===== src/rtl/tmr_pkg.sv =====
package tmr_pkg;
  // Control-bit positions software decodes
  localparam int unsigned B_RUN      = 0;
  localparam int unsigned B_RLD_EN   = 1;
  localparam int unsigned B_IRQ_EN   = 2;
  localparam int unsigned B_RLD_ZERO = 3;
  localparam int unsigned B_SRST     = 16;
  localparam int unsigned B_LD_THRU  = 17;
  localparam int unsigned B_KEEP_DBG = 18;
  localparam int unsigned B_KEEP_WT  = 19;
  localparam int unsigned B_KEEP_STP = 21;
  localparam int unsigned B_CSEL_LO  = 24;
  localparam int unsigned CSEL_W     = 2;
  localparam int unsigned NUM_SRC    = (1 << CSEL_W) - 1;

  // Byte offsets of the word registers
  localparam int unsigned OFF_CTRL = 'h00;
  localparam int unsigned OFF_STAT = 'h04;
  localparam int unsigned OFF_LOAD = 'h08;
  localparam int unsigned OFF_CMP  = 'h0C;
  localparam int unsigned OFF_CNT  = 'h10;

  typedef struct packed {
    logic              run;
    logic              reload_on_en;
    logic              irq_en;
    logic              reload_zero;
    logic              load_thru;
    logic              keep_dbg;
    logic              keep_wait;
    logic              keep_stop;
    logic [CSEL_W-1:0] csel;
  } ctl_t;
endpackage


===== src/rtl/tmr_rst_sync.sv =====
module tmr_rst_sync (
  input  logic clk,
  input  logic rst_n_in,
  output logic rst_n_out
);
  logic [1:0] sync_q;

  always_ff @(posedge clk or negedge rst_n_in) begin
    if (!rst_n_in) sync_q <= 2'b00;
    else           sync_q <= {sync_q[0], 1'b1};
  end

  assign rst_n_out = sync_q[1];
endmodule


===== src/rtl/tmr_regs.sv =====
module tmr_regs
  import tmr_pkg::*;
#(
  parameter int unsigned DATA_W     = 32,
  parameter int unsigned ADDR_W     = 5,
  parameter int unsigned SRST_CYCLES = 4
) (
  input  logic              clk,
  input  logic              rst_n,
  input  logic              bus_valid,
  input  logic              bus_write,
  input  logic [ADDR_W-1:0] bus_addr,
  input  logic [DATA_W-1:0] bus_wdata,
  output logic [DATA_W-1:0] bus_rdata,
  input  logic [DATA_W-1:0] cnt_q,
  input  logic              flag_q,
  output ctl_t              ctl_q,
  output logic [DATA_W-1:0] load_q,
  output logic [DATA_W-1:0] cmp_q,
  output logic              srst_hold,
  output logic              en_rise,
  output logic              ld_wr,
  output logic              sts_clr
);
  localparam int unsigned SR_W = $clog2(SRST_CYCLES + 1);
  localparam logic [ADDR_W-1:0] A_CTRL = ADDR_W'(OFF_CTRL);
  localparam logic [ADDR_W-1:0] A_STAT = ADDR_W'(OFF_STAT);
  localparam logic [ADDR_W-1:0] A_LOAD = ADDR_W'(OFF_LOAD);
  localparam logic [ADDR_W-1:0] A_CMP  = ADDR_W'(OFF_CMP);
  localparam logic [ADDR_W-1:0] A_CNT  = ADDR_W'(OFF_CNT);

  logic [SR_W-1:0]   sr_q, sr_d;
  ctl_t              ctl_d;
  logic [DATA_W-1:0] load_d, cmp_d;
  logic              busy, wr_ok, wr_ctl, wr_stat, wr_load, wr_cmp, srst_start;

  assign busy    = (sr_q != '0);
  assign wr_ok   = bus_valid && bus_write && !busy;
  assign wr_ctl  = wr_ok && (bus_addr == A_CTRL);
  assign wr_stat = wr_ok && (bus_addr == A_STAT);
  assign wr_load = wr_ok && (bus_addr == A_LOAD);
  assign wr_cmp  = wr_ok && (bus_addr == A_CMP);

  assign srst_start = wr_ctl && bus_wdata[B_SRST];
  assign srst_hold  = srst_start || busy;
  assign en_rise    = wr_ctl && !bus_wdata[B_SRST] && bus_wdata[B_RUN]
                      && bus_wdata[B_RLD_EN] && !ctl_q.run;
  assign ld_wr      = wr_load && ctl_q.load_thru;
  assign sts_clr    = wr_stat && bus_wdata[0];

  // Next-state
  always_comb begin
    ctl_d  = ctl_q;
    load_d = load_q;
    cmp_d  = cmp_q;
    sr_d   = busy ? sr_q - 1'b1 : sr_q;
    if (wr_ctl) begin
      ctl_d.run          = bus_wdata[B_RUN] && !bus_wdata[B_SRST];
      ctl_d.reload_on_en = bus_wdata[B_RLD_EN];
      ctl_d.irq_en       = bus_wdata[B_IRQ_EN];
      ctl_d.reload_zero  = bus_wdata[B_RLD_ZERO];
      ctl_d.load_thru    = bus_wdata[B_LD_THRU];
      ctl_d.keep_dbg     = bus_wdata[B_KEEP_DBG];
      ctl_d.keep_wait    = bus_wdata[B_KEEP_WT];
      ctl_d.keep_stop    = bus_wdata[B_KEEP_STP];
      ctl_d.csel         = bus_wdata[B_CSEL_LO +: CSEL_W];
    end
    if (srst_start) sr_d   = SR_W'(SRST_CYCLES);
    if (wr_load)    load_d = bus_wdata;
    if (wr_cmp)     cmp_d  = bus_wdata;
  end

  // Registers
  always_ff @(posedge clk or negedge rst_n) begin
    if (!rst_n) begin
      ctl_q  <= '0;
      load_q <= '0;
      cmp_q  <= '0;
      sr_q   <= '0;
    end else begin
      ctl_q  <= ctl_d;
      load_q <= load_d;
      cmp_q  <= cmp_d;
      sr_q   <= sr_d;
    end
  end

  // Read mux
  always_comb begin
    bus_rdata = '0;
    if (bus_valid && !bus_write) begin
      unique case (bus_addr)
        A_CTRL: begin
          bus_rdata[B_RUN]      = ctl_q.run;
          bus_rdata[B_RLD_EN]   = ctl_q.reload_on_en;
          bus_rdata[B_IRQ_EN]   = ctl_q.irq_en;
          bus_rdata[B_RLD_ZERO] = ctl_q.reload_zero;
          bus_rdata[B_SRST]     = busy;
          bus_rdata[B_LD_THRU]  = ctl_q.load_thru;
          bus_rdata[B_KEEP_DBG] = ctl_q.keep_dbg;
          bus_rdata[B_KEEP_WT]  = ctl_q.keep_wait;
          bus_rdata[B_KEEP_STP] = ctl_q.keep_stop;
          bus_rdata[B_CSEL_LO +: CSEL_W] = ctl_q.csel;
        end
        A_STAT:  bus_rdata[0] = flag_q;
        A_LOAD:  bus_rdata = load_q;
        A_CMP:   bus_rdata = cmp_q;
        A_CNT:   bus_rdata = cnt_q;
        default: bus_rdata = '0;
      endcase
    end
  end

  AST_SRST_BLOCKS_WRITES: assert property (@(posedge clk) disable iff (!rst_n)
    (busy && bus_valid && bus_write) |=> ($stable(load_q) && $stable(cmp_q) && $stable(ctl_q)));
  AST_SRST_STOPS_RUN: assert property (@(posedge clk) disable iff (!rst_n)
    srst_start |=> !ctl_q.run);
endmodule


===== src/rtl/tmr_core.sv =====
module tmr_core
  import tmr_pkg::*;
#(
  parameter int unsigned DATA_W = 32
) (
  input  logic               clk,
  input  logic               rst_n,
  input  logic [NUM_SRC-1:0] tick_en,
  input  ctl_t               ctl_q,
  input  logic [DATA_W-1:0]  load_q,
  input  logic [DATA_W-1:0]  cmp_q,
  input  logic               srst_hold,
  input  logic               en_rise,
  input  logic               ld_wr,
  input  logic [DATA_W-1:0]  ld_val,
  input  logic               sts_clr,
  output logic [DATA_W-1:0]  cnt_q,
  output logic               flag_q,
  output logic               irq
);
  logic [NUM_SRC-1:0] src_hit;
  logic [DATA_W-1:0]  cnt_d;
  logic               flag_d, tick, match;

  for (genvar i = 0; i < NUM_SRC; i++) begin : g_src
    assign src_hit[i] = tick_en[i] && (ctl_q.csel == CSEL_W'(i + 1));
  end

  assign tick  = ctl_q.run && (|src_hit) && !srst_hold;
  assign match = tick && (cnt_q == cmp_q);

  // Next-state
  always_comb begin
    cnt_d = cnt_q;
    if (srst_hold)    cnt_d = '1;
    else if (en_rise) cnt_d = load_q;
    else if (ld_wr)   cnt_d = ld_val;
    else if (tick)    cnt_d = (cnt_q == '0) ? (ctl_q.reload_zero ? load_q : '1)
                                            : cnt_q - 1'b1;
    flag_d = flag_q;
    if (srst_hold)    flag_d = 1'b0;
    else if (match)   flag_d = 1'b1;
    else if (sts_clr) flag_d = 1'b0;
  end

  // Registers
  always_ff @(posedge clk or negedge rst_n) begin
    if (!rst_n) begin
      cnt_q  <= '1;
      flag_q <= 1'b0;
    end else begin
      cnt_q  <= cnt_d;
      flag_q <= flag_d;
    end
  end

  assign irq = flag_q && ctl_q.irq_en;

  AST_COUNT_DOWN: assert property (@(posedge clk) disable iff (!rst_n)
    (tick && cnt_q != '0 && !en_rise && !ld_wr) |=> (cnt_q == $past(cnt_q) - 1'b1));
  AST_NO_SRC_HOLDS: assert property (@(posedge clk) disable iff (!rst_n)
    (ctl_q.csel == '0 && !srst_hold && !en_rise && !ld_wr) |=> $stable(cnt_q));
  AST_WRAP_ONES: assert property (@(posedge clk) disable iff (!rst_n)
    (tick && cnt_q == '0 && !ctl_q.reload_zero && !en_rise && !ld_wr) |=> (cnt_q == '1));
  AST_ZERO_RELOAD: assert property (@(posedge clk) disable iff (!rst_n)
    (tick && cnt_q == '0 && ctl_q.reload_zero && !en_rise && !ld_wr) |=> (cnt_q == $past(load_q)));
  AST_MATCH_SETS: assert property (@(posedge clk) disable iff (!rst_n)
    match |=> flag_q);
  AST_FLAG_STICKY: assert property (@(posedge clk) disable iff (!rst_n)
    (flag_q && !sts_clr && !srst_hold) |=> flag_q);
  AST_SRST_FORCE: assert property (@(posedge clk) disable iff (!rst_n)
    srst_hold |=> (cnt_q == '1 && !flag_q));
  AST_STOPPED_HOLDS: assert property (@(posedge clk) disable iff (!rst_n)
    (!ctl_q.run && !srst_hold && !en_rise && !ld_wr) |=> $stable(cnt_q));
endmodule


===== src/rtl/tmr_down_timer.sv =====
module tmr_down_timer
  import tmr_pkg::*;
#(
  parameter int unsigned DATA_W      = 32,
  parameter int unsigned ADDR_W      = 5,
  parameter int unsigned SRST_CYCLES = 4
) (
  input  logic               clk,
  input  logic               rst_n,
  input  logic               bus_valid,
  input  logic               bus_write,
  input  logic [ADDR_W-1:0]  bus_addr,
  input  logic [DATA_W-1:0]  bus_wdata,
  output logic [DATA_W-1:0]  bus_rdata,
  input  logic [NUM_SRC-1:0] tick_en,
  output logic               irq
);
  logic              rst_n_s;
  ctl_t              ctl_q;
  logic [DATA_W-1:0] load_q, cmp_q, cnt_q;
  logic              flag_q, srst_hold, en_rise, ld_wr, sts_clr;

  tmr_rst_sync u_rst (
    .clk       (clk),
    .rst_n_in  (rst_n),
    .rst_n_out (rst_n_s)
  );

  tmr_regs #(
    .DATA_W      (DATA_W),
    .ADDR_W      (ADDR_W),
    .SRST_CYCLES (SRST_CYCLES)
  ) u_regs (
    .clk       (clk),
    .rst_n     (rst_n_s),
    .bus_valid (bus_valid),
    .bus_write (bus_write),
    .bus_addr  (bus_addr),
    .bus_wdata (bus_wdata),
    .bus_rdata (bus_rdata),
    .cnt_q     (cnt_q),
    .flag_q    (flag_q),
    .ctl_q     (ctl_q),
    .load_q    (load_q),
    .cmp_q     (cmp_q),
    .srst_hold (srst_hold),
    .en_rise   (en_rise),
    .ld_wr     (ld_wr),
    .sts_clr   (sts_clr)
  );

  tmr_core #(
    .DATA_W (DATA_W)
  ) u_core (
    .clk       (clk),
    .rst_n     (rst_n_s),
    .tick_en   (tick_en),
    .ctl_q     (ctl_q),
    .load_q    (load_q),
    .cmp_q     (cmp_q),
    .srst_hold (srst_hold),
    .en_rise   (en_rise),
    .ld_wr     (ld_wr),
    .ld_val    (bus_wdata),
    .sts_clr   (sts_clr),
    .cnt_q     (cnt_q),
    .flag_q    (flag_q),
    .irq       (irq)
  );

  AST_IRQ_FOLLOWS_ENABLE: assert property (@(posedge clk) disable iff (!rst_n_s)
    (!flag_q && !ctl_q.irq_en) |-> !irq);
endmodule


===== config.mk =====
export PLATFORM = sky130hd
export DESIGN_NAME = tmr_down_timer
export DESIGN_NICKNAME = d
export VERILOG_FILES = /design/src/rtl/tmr_pkg.sv /design/src/rtl/tmr_rst_sync.sv /design/src/rtl/tmr_regs.sv /design/src/rtl/tmr_core.sv /design/src/rtl/tmr_down_timer.sv
export SDC_FILE = /design/constraint.sdc
export NUM_CORES = 1
export LEC_CHECK = 0
export BUFFER_PORTS_ARGS = -buffer_cell sky130_fd_sc_hd__buf_2
export CORE_ASPECT_RATIO = 0.8
export CORE_MARGIN = 4
export CORE_UTILIZATION = 36
export DETAILED_ROUTE_END_ITERATION = 6
export GPL_TIMING_DRIVEN = 0
export HOLD_SLACK_MARGIN = 0.1
export PLACE_DENSITY = 0.6
export RECOVER_POWER = 25
export SLEW_MARGIN = 20
export SYNTH_ARGS = -nofsm -noshare
export SYNTH_HDL_FRONTEND = slang
export SYNTH_HIERARCHICAL = 1
export SYNTH_SLANG_ARGS = --single-unit
export TNS_END_PERCENT = 5

===== constraint.sdc =====
create_clock -name clk -period 4.9 [get_ports clk]
set_clock_uncertainty 0.1 [all_clocks]
set_input_delay 0 -clock clk [delete_from_list [all_inputs] [get_ports clk]]
set_output_delay 0 -clock clk [all_outputs]
set_load 0.1 [all_outputs]

After elaboration in Yosys (flattened, before gate mapping)
Index checks and enable logic that the tools add are counted.
{"block": "word_totals", "register_bits": 112, "latch_bits": 0, "mem_bits_ro": 0, "inputBits": 44, "ram_bits": 0, "mem_count": 0}
{"block": "op_classes", "mul": 0, "n_div": 0, "shift": 0, "n_reduce_logical": 35, "bitwise": 0, "muxes": 21, "n_eq_ne": 8, "n_lt_le_gt_ge": 0, "addsub": 2}
{"cell": "32-bit 2-to-1 mux", "n": 7}
{"cell": "12-bit case mux with 3 select lines", "n": 1}
{"cell": "32-bit == test", "n": 1}
{"cell": "32-bit zero test", "n": 1}
{"cell": "32-bit by 1-bit subtractor with 32-bit output, second input constant", "n": 1}
{"cell": "1-bit logical AND", "n": 22}
{"cell": "6-bit case mux with 3 select lines", "n": 1}
{"cell": "4-bit case mux with 4 select lines", "n": 1}
{"cell": "3-bit case mux with 4 select lines", "n": 1}
{"cell": "5-bit by 4-bit == test with 1-bit output, second input constant", "n": 2}
{"cell": "2-bit case mux with 4 select lines", "n": 1}
{"cell": "3-bit 2-to-1 mux", "n": 2}
{"cell": "2-bit case mux with 3 select lines", "n": 1}
{"cell": "3-bit nonzero test", "n": 2}
{"cell": "5-bit by 3-bit == test with 1-bit output, second input constant", "n": 1}
{"cell": "5-bit == test, second input constant", "n": 1}
{"cell": "1-bit zero test", "n": 5}
{"cell": "5-bit zero test", "n": 1}
{"cell": "1-bit case mux with 5 select lines", "n": 1}
{"cell": "2-bit == test, second input constant", "n": 2}
{"cell": "1-bit case mux with 4 select lines", "n": 1}
{"cell": "4-bit nonzero test", "n": 1}
{"cell": "1-bit 2-to-1 mux", "n": 3}
{"cell": "1-bit case mux with 3 select lines", "n": 1}
{"cell": "other kinds (5)", "n": 5}

Depth between registers and ports, before layout
{"block": "depth", "ltp_word": 12, "depth_mapped": 14, "ltp_nobuf": 11}

Modules after synthesis
Netlist, hierarchy kept.
{"mod": "tmr_regs", "area_per_inst_um2": 4021.4, "instances": 1, "cells_each": 321, "seq_area_each_um2": 1926.8}
{"mod": "tmr_core", "area_per_inst_um2": 3495.9, "instances": 1, "cells_each": 434, "seq_area_each_um2": 865.8}
{"mod": "tmr_rst_sync", "area_per_inst_um2": 53.8, "instances": 1, "cells_each": 3, "seq_area_each_um2": 50.0}

Worst setup path before layout
No wires, ideal clock.
{"block": "synth_path", "path_kind": "register to register", "from": "register u_regs.sr_q[0]", "to": "register u_core.cnt_q[17]", "setup_slack_ns": 1.803, "n_path_buf": 2, "stages_incl_launch_ff": 13, "setup_time_ns": 0.083, "arrival_ns": 2.914, "path_cell_list": "dfrtp_1 > inv_1 > ha_1 > and4b_1 > and3_1 > clkbuf_1 > buf_2 > and4b_1 > clkinv_1 > a311oi_1 > nand2_1 > a211oi_1 > nor3_1"}
{"block": "synth_between", "elab_chain_cells": 10, "elab_cells_between_ends": 18}
{"item": "start, declared", "line": "tmr_regs.sv:32", "rtl": "logic [SR_W-1:0] sr_q, sr_d;"}
{"item": "start signal, assigned", "line": "tmr_regs.sv:84", "rtl": "sr_q <= sr_d;"}
{"item": "3-bit nonzero test (*)", "line": "tmr_regs.sv:37", "rtl": "assign busy = (sr_q != '0);"}
{"item": "1-bit zero test (*)", "line": "tmr_regs.sv:38", "rtl": "assign wr_ok = bus_valid && bus_write && !busy;"}
{"item": "1-bit logical AND (*)", "line": "tmr_regs.sv:38"}
{"item": "1-bit logical AND (*)", "line": "tmr_regs.sv:39", "rtl": "assign wr_ctl = wr_ok && (bus_addr == A_CTRL);"}
{"item": "1-bit logical AND (*) (2 in series)", "line": "tmr_regs.sv:46", "rtl": "assign en_rise = wr_ctl && !bus_wdata[B_SRST] && bus_wdata[B_RUN]"}
{"item": "1-bit logical AND (*) (2 in series)", "line": "tmr_regs.sv:47", "rtl": "&& bus_wdata[B_RLD_EN] && !ctl_q.run;"}
{"item": "net en_rise", "line": "tmr_down_timer.sv:21", "rtl": "logic flag_q, srst_hold, en_rise, ld_wr, sts_clr;"}
{"item": "32-bit 2-to-1 mux", "line": "tmr_core.sv:36", "rtl": "else if (en_rise) cnt_d = load_q;"}
{"item": "32-bit 2-to-1 mux", "line": "tmr_core.sv:35", "rtl": "if (srst_hold) cnt_d = '1;"}
{"item": "end signal, assigned", "line": "tmr_core.sv:52", "rtl": "cnt_q <= cnt_d;"}
{"item": "end, declared", "line": "tmr_core.sv:17", "rtl": "output logic [DATA_W-1:0] cnt_q,"}
Mark *: on every way through the listed nets, which the timed path passes. The rest lies on a longest branch.
A chain may end at the register's enable or synchronous reset.

Worst setup path after layout
{"block": "layout_path", "from": "register u_regs.sr_q[0]", "to": "register u_core.cnt_q[19]"}
Same word-level chain as after synthesis.

==> impl_metrics.tcl <==
set metrics [dict create \
    synth_largest_area_cell "dfrtp_1" \
    hold_class "in2reg" \
    synth_fp_nets 806 \
    pre_cts_ws_ns 0.7129 \
    cts_setup_buffers 0 \
    areaGrowthSynthToFinish_pct 18.46 \
    grt_first_pass_wirelength_mm 41.62 \
    yosysSeqAreaShare_pct 37.55 \
    end_kind "flip-flop" \
    dieArea_sq_um 23430 \
    clockBufferDepth 2 \
    path_max_fanout 10 \
    rows 47 \
    first_pass_iters 5 \
    synthesis.instances 758 \
    power_mw 2.317 \
    yosysWarnings 6 \
    clock_sink_count 112 \
    viasPerCell 6.060 \
    routabilityCongestion 0.9675 \
    antenna_left 0 \
    grt_pass1_vias 6752 \
    violations "capacitance limit, slew limit" \
    port_buffers 75 \
    synth_cell_types 78 \
    final_common_cell "mux2_2" \
    slew_violations 106 \
    post_cts_resized 0 \
    wl_per_cell_um 23.91 \
    dp_hpwl_mm 20.05 \
    critPathKind "reg2reg" \
    powerDensity_nw_per_um2 258.3 \
    p_leak_nw 3.634 \
    synthFlopType "dfrtp_1" \
    initial_core_util_pct 36.58 \
    finalCoreUtilization_pct 43.33 \
    core_area_sq_um 20700 \
    layout_setup_ws_ns 0.5643 \
    startpoint "u_regs/sr_q[0]" \
    fp.dieW_um 170.1 \
    vias 7005 \
    cts_made_buffers 9 \
    clk_pin_slew_worst_paths_ns 0.08 \
    ir_drop_mv 0.1343 \
    synth-seq-cells 112 \
    synth_edf_count 0 \
    status "finished, violations left" \
    wl_mm 27.64 \
    critPathLaunchType "flip-flop" \
    hold_start "bus_addr[4]" \
    dpl_cell_area_sq_um 8361 \
    grt_max_degree 53 \
    post_synth.cell_area_avg_sq_um 9.988 \
    setup_violations 0 \
    cts_tree "yes" \
    ctsHoldBuffers 35 \
    grt-ovfl-total 0 \
    rsz0062_at_grt "false" \
    insertedDiodeCount 0 \
    async_reset_ff_share_pct 100.0 \
    layout.nets 930 \
    min_period_over_period_pct 88.48 \
    drive_gt1_share_pct 29.88 \
    stdcell_area_sq_um 8969 \
    io_pins 77 \
    syn_area_sq_um 7571 \
    synth_top_area_share_pct 26.44 \
    htree_num_levels 3 \
    drtIter0Drc 762 \
    globalRouteTotalUtil_pct 23.46 \
    critical_path_arrival_ns 4.52 \
    drv_cap 2 \
    final_cell_mix "97 x mux2_2, 90 x buf_2, 79 x dfrtp_1" \
    period_needed_ns 4.336 \
    antenna_found_initial 0 \
    required_ns 5.08 \
    cts-root-buf "clkbuf_16" \
    slew_headroom_pct -97.56 \
    die_y_um 137.7 \
    clock_latency_ns 0.37 \
    worst_slew_pin_slew_ns 2.963 \
    fmax_mhz 230.6 \
    finalHoldViolations 0 \
    drc_errors 0 \
    synth.area.top_cells "dfrtp_1 26%, mux2_2 14%, dfstp_2 11%, xnor2_1 5.1%, o22a_1 3.0%" \
    r2r-start "u_regs/sr_q[0]" \
]
layer usage:
metal  global-route usage [%]  part of all wire [%]  wire length [um]
met1                    34.45                    46             12720
met4                    5.676                   1.9               535
met3                    5.278                   9.3              2577
met5                        0                     0                 0
met2                    34.96                    43             11810
cell type report:
type | count | area (sq um)
inverters | 10 | 37.54
flip-flops and latches | 112 | 2846
plain buffers | 64 | 311.5
multi-input cells | 572 | 4394
clock buffers | 12 | 246.5
well taps | 269 | 336.6
repair buffers | 113 | 740.7
clock inverters | 4 | 55.05
fillers | 2099 | 11730
per-stage QoR:
stage	setup TNS, ns	hold slack (ns)	cells
2_1_floorplan	0	-0.3956	758
3_3_place_gp	-7.625	-0.3146	1102
3_5_place_dp	0	-0.3104	1105
4_1_cts	0	0.1013	1156
5_1_grt	0	0.1372	1156
6_report	0	0.1156	1156
report_power, final:
| part | total, mW | internal (mW) | switching (mW) |
|---|---|---|---|
| registers | 1.08 | 1.00 | 0.0785 |
| clock network | 0.778 | 0.414 | 0.364 |
| logic | 0.459 | 0.186 | 0.273 |
| total | 2.32 | 1.60 | 0.715 |
Yosys cell counts, drive strengths merged (6+ instances only):
cell and instances:
inv 9, dfrtp 80, mux2 99, o311ai 7
xor2 8, nand4 11, a211oi 6, dfstp 32
a21oi 23, o31ai 6, a31oi 11, xnor2 44
a32oi 24, nand2b 10, nand2 37, nand3 19
nor2b 6, nor4 11, o22a 26, buf 26
o22ai 27, clkbuf 38, nor2 52, nor3 30
or3 7, mux2i 20, o21ai 16
critical path: stages, from the launching register on:
cell	delay, ns
dfrtp_1	0.39
inv_1	0.08
ha_1	0.19
and4b_1	0.29
and3_1	0.18
clkbuf_1	0.33
buf_2	0.36
and4b_1	0.32
clkinv_1	0.43
nand2_1	0.40
clkbuf_1	0.65
o22a_1	0.21
o22ai_1	0.07
nor3_1	0.24
registers in the layout (all words and copies together) (netlist names):
register	cells
u_core/cnt_q	32
u_regs/ctl_q	10
u_regs/sr_q	3
u_regs/cmp_q	32
u_regs/load_q	32
u_core/flag_q	1
u_rst/sync_q	2
cell families after synthesis:
kind of cell | Yosys count | synth area share (%)
mux | 119 | 17.37
simple gates | 218 | 16.44
other cells | 1 | 0.04953
compound gates | 178 | 17.30
fa+ha+maj | 4 | 0.6611
xor+xnor | 52 | 6.016
flops | 112 | 37.55
buf+inv | 74 | 4.611
final timing paths:
| path | to | slack, ns | depth (start not counted) |
|---|---|---|---|
| max in group asynchronous | u_regs/cmp_q[4] | 1.71 | 1 |
| worst min-delay path | u_regs/load_q[2] | 0.12 | 4 |
| min in group asynchronous | u_rst/sync_q[0] | 0.38 | 3 |
| worst min register to register | u_rst/sync_q[1] | 0.27 | 0 |
| worst max register to register | u_core/cnt_q[19] | 0.56 | 13 |
| worst max-delay path | u_core/cnt_q[19] | 0.56 | 13 |
No activity file was read; power rests on OpenSTA's default activity.
